==> src/rtl/mdp_pkg.sv <==
package mdp_pkg;
  typedef enum logic {
    PH_ADDR = 1'b0,
    PH_DATA = 1'b1
  } bus_phase_e;
endpackage

==> src/rtl/port_rst_sync.sv <==
module port_rst_sync (
  input  logic clk,
  input  logic rst_n,
  output logic rst_n_s
);
  logic stage_q;

  always_ff @(posedge clk or negedge rst_n) begin
    if (!rst_n) begin
      stage_q <= 1'b0;
      rst_n_s <= 1'b0;
    end else begin
      stage_q <= 1'b1;
      rst_n_s <= stage_q;
    end
  end
endmodule

==> src/rtl/port_bit_slice.sv <==
module port_bit_slice
  import mdp_pkg::*;
(
  input  logic       clk,
  input  logic       rst_n,
  input  logic       wr_en,
  input  logic       wr_bit,
  input  logic       force_one,
  input  logic       bus_mode,
  input  bus_phase_e phase,
  input  logic       ad_bit,
  input  logic       pad_in,
  output logic       latch_q,
  output logic       pin_q,
  output logic       pu_en,
  output logic       pd_en
);
  logic latch_d;
  logic latch_ce;

  // next-state: bus start wins over a data write
  always_comb begin
    latch_ce = force_one | wr_en;
    latch_d  = force_one ? 1'b1 : wr_bit;
  end

  always_ff @(posedge clk or negedge rst_n) begin
    if (!rst_n) begin
      latch_q <= 1'b1;
      pin_q   <= 1'b1;
    end else begin
      if (latch_ce) latch_q <= latch_d;
      pin_q <= pad_in;
    end
  end

  // driver selection
  always_comb begin
    pu_en = 1'b0;
    pd_en = 1'b0;
    if (!bus_mode) begin
      pd_en = ~latch_q;
    end else if (phase == PH_ADDR) begin
      pu_en = ad_bit;
      pd_en = ~ad_bit;
    end
  end


  no_contend_chk: assert property (@(posedge clk) disable iff (!rst_n)
    !(pu_en && pd_en));


  io_pullup_off_chk: assert property (@(posedge clk) disable iff (!rst_n)
    !bus_mode |-> !pu_en);


  latch_hold_chk: assert property (@(posedge clk) disable iff (!rst_n)
    (!wr_en && !force_one) |=> $stable(latch_q));
endmodule

==> src/rtl/port_read_sel.sv <==
module port_read_sel #(
  parameter int W = 8
) (
  input  logic         rd_pin,
  input  logic         rd_latch,
  input  logic         rd_rmw,
  input  logic [W-1:0] latch_v,
  input  logic [W-1:0] pin_v,
  output logic [W-1:0] rd_data
);
  logic use_latch;

  always_comb begin
    use_latch = rd_latch | (rd_pin & rd_rmw);
    if (use_latch)   rd_data = latch_v;
    else if (rd_pin) rd_data = pin_v;
    else             rd_data = '0;
  end
endmodule

==> src/rtl/mux_od_port.sv <==
module mux_od_port
  import mdp_pkg::*;
#(
  parameter int W = 8
) (
  input  logic         clk,
  input  logic         rst_n,
  input  logic         wr_en,
  input  logic [W-1:0] wr_data,
  input  logic         rd_pin,
  input  logic         rd_latch,
  input  logic         rd_rmw,
  output logic [W-1:0] rd_data,
  input  logic         bus_mode,
  input  logic         bus_phase,
  input  logic [W-1:0] bus_ad,
  input  logic         bus_start,
  output logic [W-1:0] bus_rdata,
  input  logic [W-1:0] pad_in,
  output logic [W-1:0] pad_pu_en,
  output logic [W-1:0] pad_pd_en
);
  localparam logic [W-1:0] ALL_ONES = {W{1'b1}};

  logic         rst_n_s;
  bus_phase_e   phase;
  logic [W-1:0] latch_v;
  logic [W-1:0] pin_v;

  assign phase = bus_phase_e'(bus_phase);

  port_rst_sync u_rst (
    .clk     (clk),
    .rst_n   (rst_n),
    .rst_n_s (rst_n_s)
  );

  for (genvar i = 0; i < W; i++) begin : g_slice
    port_bit_slice u_bit (
      .clk       (clk),
      .rst_n     (rst_n_s),
      .wr_en     (wr_en),
      .wr_bit    (wr_data[i]),
      .force_one (bus_start),
      .bus_mode  (bus_mode),
      .phase     (phase),
      .ad_bit    (bus_ad[i]),
      .pad_in    (pad_in[i]),
      .latch_q   (latch_v[i]),
      .pin_q     (pin_v[i]),
      .pu_en     (pad_pu_en[i]),
      .pd_en     (pad_pd_en[i])
    );
  end

  port_read_sel #(.W(W)) u_rd (
    .rd_pin   (rd_pin),
    .rd_latch (rd_latch),
    .rd_rmw   (rd_rmw),
    .latch_v  (latch_v),
    .pin_v    (pin_v),
    .rd_data  (rd_data)
  );

  assign bus_rdata = (bus_mode && phase == PH_DATA) ? pin_v : '0;


  force_ff_chk: assert property (@(posedge clk) disable iff (!rst_n_s)
    bus_start |=> (latch_v == ALL_ONES));


  data_release_chk: assert property (@(posedge clk) disable iff (!rst_n_s)
    (bus_mode && phase == PH_DATA) |-> (pad_pu_en == '0 && pad_pd_en == '0));


  addr_drive_chk: assert property (@(posedge clk) disable iff (!rst_n_s)
    (bus_mode && phase == PH_ADDR) |-> (pad_pu_en == bus_ad && pad_pd_en == ~bus_ad));
endmodule

==> config.mk <==
export PLATFORM = sky130hd
export DESIGN_NAME = mux_od_port
export DESIGN_NICKNAME = d
export VERILOG_FILES = /design/src/rtl/mdp_pkg.sv /design/src/rtl/port_rst_sync.sv /design/src/rtl/port_bit_slice.sv /design/src/rtl/port_read_sel.sv /design/src/rtl/mux_od_port.sv
export SDC_FILE = /design/constraint.sdc
export NUM_CORES = 1
export LEC_CHECK = 0
export BUFFER_PORTS_ARGS = -buffer_cell sky130_fd_sc_hd__buf_4
export CAP_MARGIN = 10
export CORE_MARGIN = 3
export CORE_UTILIZATION = 43
export DETAILED_ROUTE_END_ITERATION = 12
export PLACE_DENSITY_LB_ADDON = 0.12
export SLEW_MARGIN = 20
export SYNTH_ARGS = -nofsm -noshare
export SYNTH_HDL_FRONTEND = slang
export SYNTH_SLANG_ARGS = --single-unit
==> constraint.sdc <==
create_clock -name clk -period 1.3 [get_ports clk]
set_clock_uncertainty 0.1 [all_clocks]
set_input_delay 0.065 -clock clk [delete_from_list [all_inputs] [get_ports clk]]
set_output_delay 0.065 -clock clk [all_outputs]
set_load 0.02 [all_outputs]
Word-level counts from Yosys, hierarchy flattened

Cells that the tools add are included.

Add/sub/neg operators: 0
Multiply operators: 0
Divide/modulo/power cells: 0
$lt $le $gt $ge: 0
Equality and inequality tests: 0
Shift-type cells: 0
Muxes and demuxes: 43
Bitwise gates (word level): 19
Reductions and logical operators: 1

Operators by type and width:

| kind              | number |
|---|---|
| two-way mux 1 bit | 40 |
| two-way mux 8 bit | 3 |
| inverter 1 bit    | 16 |
| OR 1 bit          | 2 |
| bitwise AND 1 bit | 1 |
| logical AND 1 bit | 1 |

Bits in registers: 18
Bits in latches: 0
Bits in writable memories: 0
Bits in read-only memories: 0
Bits of input ports: 33
Output and inout bits: 32
Memories kept: 0

Longest topological paths before layout

Depth in word-level cells: 3
Gate-level depth with buffers: 4

By module

From an unflattened synthesis, not the netlist that was laid out.

Cell total of the unflattened synthesis: 103
Area total of the unflattened synthesis: 1048.5 µm²

Modules (own cells, without submodules):

| module         | times used | cells an instance | area an instance (µm²) | sequential area each (µm²) |
|---|---|---|---|---|
| port_bit_slice | 8          | 8                 | 88.8                   | 52.6 |
| port_read_sel  | 1          | 28                | 234.0                  | 0.0 |
| port_rst_sync  | 1          | 3                 | 53.8                   | 50.0 |
| mux_od_port    | 1          | 8                 | 50.0                   | 0.0 |

Worst setup path after synthesis

Ideal clock, no wire load.

Path kind: reg-to-output
Start point: reg g_slice[2].u_bit.pin_q
End point: out rd_data[2]
Arrival: 929 ps
Required time: 1135 ps
Slack: 206 ps
Stages on the path, launching flop included: 3
Path through: dfstp_2 nor3b_1 a221o_1

Cells in the longest elaborated chain, start to end: 2

RTL lines:

| what                   | RTL line             | text |
|---|---|---|
| start, declared        | port_bit_slice.sv:14 | `output logic pin_q,` |
| start signal, assigned | port_bit_slice.sv:33 | `pin_q <= pad_in;` |
| two-way mux 8 bit      | port_read_sel.sv:16  | `else if (rd_pin) rd_data = pin_v;` |
| two-way mux 8 bit      | port_read_sel.sv:15  | `if (use_latch) rd_data = latch_v;` |
| end, declared          | mux_od_port.sv:13    | `output logic [W-1:0] rd_data,` |

No other way between the ends.

Final worst setup path

Start point: reg g_slice[4].u_bit.latch_q
End point: out rd_data[4]

Cells in the longest elaborated chain, start to end: 1

RTL lines:

| what                   | RTL line             | text |
|---|---|---|
| start, declared        | port_bit_slice.sv:13 | `output logic latch_q,` |
| start signal, assigned | port_bit_slice.sv:32 | `if (latch_ce) latch_q <= latch_d;` |
| two-way mux 8 bit      | port_read_sel.sv:15  |  |

No other way between the ends.

==> flow_summary.ini <==
[synth]
ys_types = 18
synth_nets = 142
synth_area_mm2 = 0.00114
ys_seq_area_frac = 0.412
yosys_warnings = 0
ys_ff_latch = 18
synth_cells = 109
syn_area_per_cell_um2 = 10.5

[hold_path]
hold_class = input pin to flop
hold_depth = 2

[sta]
fin_crit_sh = 1.13
max_freq_mhz = 678
post-route-min-period_ns = 1.47
final-setup-viol-count = 12
hold_viol = 0
drv_slew = 0
rsz0062_at_grt = true
timing.final.ws_setup_ns = -0.174
finalSetupTns_ns = -1.32
relSlewSlack = 0.594
worst_pin_slew_ns = 0.609

[worst_setup_path]
crit_family = flip-flops
critical_path.slowest_cell = dfstp_2
crit_arrival_ns = 1.31
reg2regPathDepth = 2
path_max_fanout = 4
endpoint_kind = output port
crit_chain = and3_1 > a221o_1 > buf_6
required_ns = 1.13
cp_num_buf_inv = 1
critPathMaxStageDelay_ns = 0.59
path_class = flop to output port
start_kind = flop
cp.depth = 3

[route]
vias = 1083
drtIter0Drc = 39
drcViolationCount = 0
wire_per_inst_um = 15.1
dr.pass1.iters = 4
drt_wl_total_mm = 3.10
vias_per_cell = 5.28
ant_nets = 0

[clock_tree]
path_clk_slew_ns = 0.10
cts_root_buffer = clkbuf_4
clock_path_buffers = 2
htreeDepth = 1
cts-buffers-inserted = 3
cts_sinks = 18
clkLatencyLatePin_ns = 0.28
cts_tree = built

[floorplan]
core_area_mm2 = 0.00250
die_area_mm2 = 0.00331
die_h_um = 57.5
ios = 65
rows = 18
die_w_um = 57.5
initial_core_util = 0.457

[place]
place_hpwl_mm = 2.13
io_buffers = 64
placed_area_mm2 = 0.00148
place.gp.congestion = 0.830

[final_layout]
drive_gt1_frac = 0.611
final_common_cell = buf_4
mostFrequentLayoutCells = buf_4 (44), buf_6 (23), dlygate4sd3_1 (19)
diodes = 0
fin_nets = 209
final_area_mm2 = 0.00191
synthToLayoutAreaGrowth_pct = 67.3

[global_route]
antenna_found_initial = 0
grt_pass1_wl_mm = 5.18
overflow = 0
grt_max_degree = 19
grt_pass1_vias = 1109
track_usage = 0.197

[run_status]
violations = negative setup slack
status = complete, but fails checks

[flow_run]
max_cap_viol_count = 0

[power_and_ir_drop]
vdd_drop_max_uv = 745
power_leakage_nw = 0.883
powerDensity_mw_per_mm2 = 799
==> through the flow <==
step                setup WS [ns]  hold WS (ns)   util  std cells  total power, mW
global route               -0.248        0.0373  0.764        205             1.62
detailed placement         0.0925        -0.252  0.591        179             1.07
CTS                        -0.189       0.00747  0.725        203             1.51
floorplan                   0.206        -0.331      -        109            0.913
finish                     -0.174        0.0265  0.764        205             1.53
global placement           0.0785        -0.252  0.591        179             1.07
==> synthesized netlist by cell type <==
cell type / instances / area [µm²]
a211o_1: 8 / 70.1
a221o_1: 8 / 80.1
and2_1: 8 / 50.1
and2b_1: 1 / 7.51
and3_1: 15 / 93.8
and3_4: 1 / 11.3
buf_1: 1 / 3.75
buf_2: 3 / 15.0
buf_4: 16 / 120
buf_6: 4 / 45.0
conb_1: 1 / 3.75
dfrtp_1: 2 / 50.1
dfstp_2: 16 / 420
nand2b_1: 1 / 6.26
nor2b_1: 6 / 37.5
nor2b_2: 2 / 17.5
nor3b_1: 8 / 60.1
o22ai_1: 8 / 50.1
==> cell type report <==
class	count	area, µm²
timing repair buffer	86	779
multi-input combinational	67	587
sequential	18	470
clock buffer	4	36.3
fill	188	589
tap	30	37.5
==> state kept, by name, summed over array words and instances, names as in the netlist <==
| name | flops |
|---|---|
| u_rst.stage_q | 1 |
| g_slice.u_bit.latch_q | 8 |
| g_slice.u_bit.pin_q | 8 |
| u_rst.rst_n_s | 1 |
==> layer usage <==
metal	routed length, µm	GRT usage
met5	0	0
met4	78	0.0828
met3	160	0.0226
met2	1620	0.321
met1	1250	0.263
==> repair_timing <==
action | 4_1_cts | 5_1_grt
buffers inserted | 1 | 2
pin swaps | 6 | 4
hold buffers | 19 | 0
endpoints found under the setup margin | 17 | 23
gates resized for setup | 23 | 18
endpoints found under the hold margin | 18 | 0
==> worst paths after layout <==
path	start	end	slack (ns)
setup / recovery	g_slice[4].u_bit.latch_q	rd_data[4]	-0.17
hold / removal	wr_en	g_slice[4].u_bit.latch_q	0.03
setup reg to reg	g_slice[4].u_bit.latch_q	g_slice[4].u_bit.latch_q	0.31
hold reg to reg	u_rst.stage_q	u_rst.rst_n_s	0.26
max in group asynchronous	rst_n	u_rst.stage_q	0.44
min in group asynchronous	u_rst.rst_n_s	g_slice[5].u_bit.pin_q	0.51
==> kinds of logic (layout without fill, tap and decap cells) <==
| logic type | count (synthesis) | count (layout) | share of synthesized area |
|---|---|---|---|
| buffers and inverters | 24 | 90 | 0.161 |
| AOI/OAI and AO/OA | 24 | 24 | 0.175 |
| and+or+nand+nor | 42 | 42 | 0.249 |
| DFF | 18 | 18 | 0.412 |
| other | 1 | 1 | 0.00328 |
==> where the power goes <==
group | leakage [nW] | internal (mW) | switching [mW] | total (mW)
Sequential | 0.192 | 0.616 | 0.0361 | 0.652
Clock | 0.0210 | 0.171 | 0.166 | 0.336
Combinational | 0.671 | 0.304 | 0.235 | 0.539
Total | 0.883 | 1.09 | 0.436 | 1.53
Note: power is estimated with default switching activity, not from simulation.
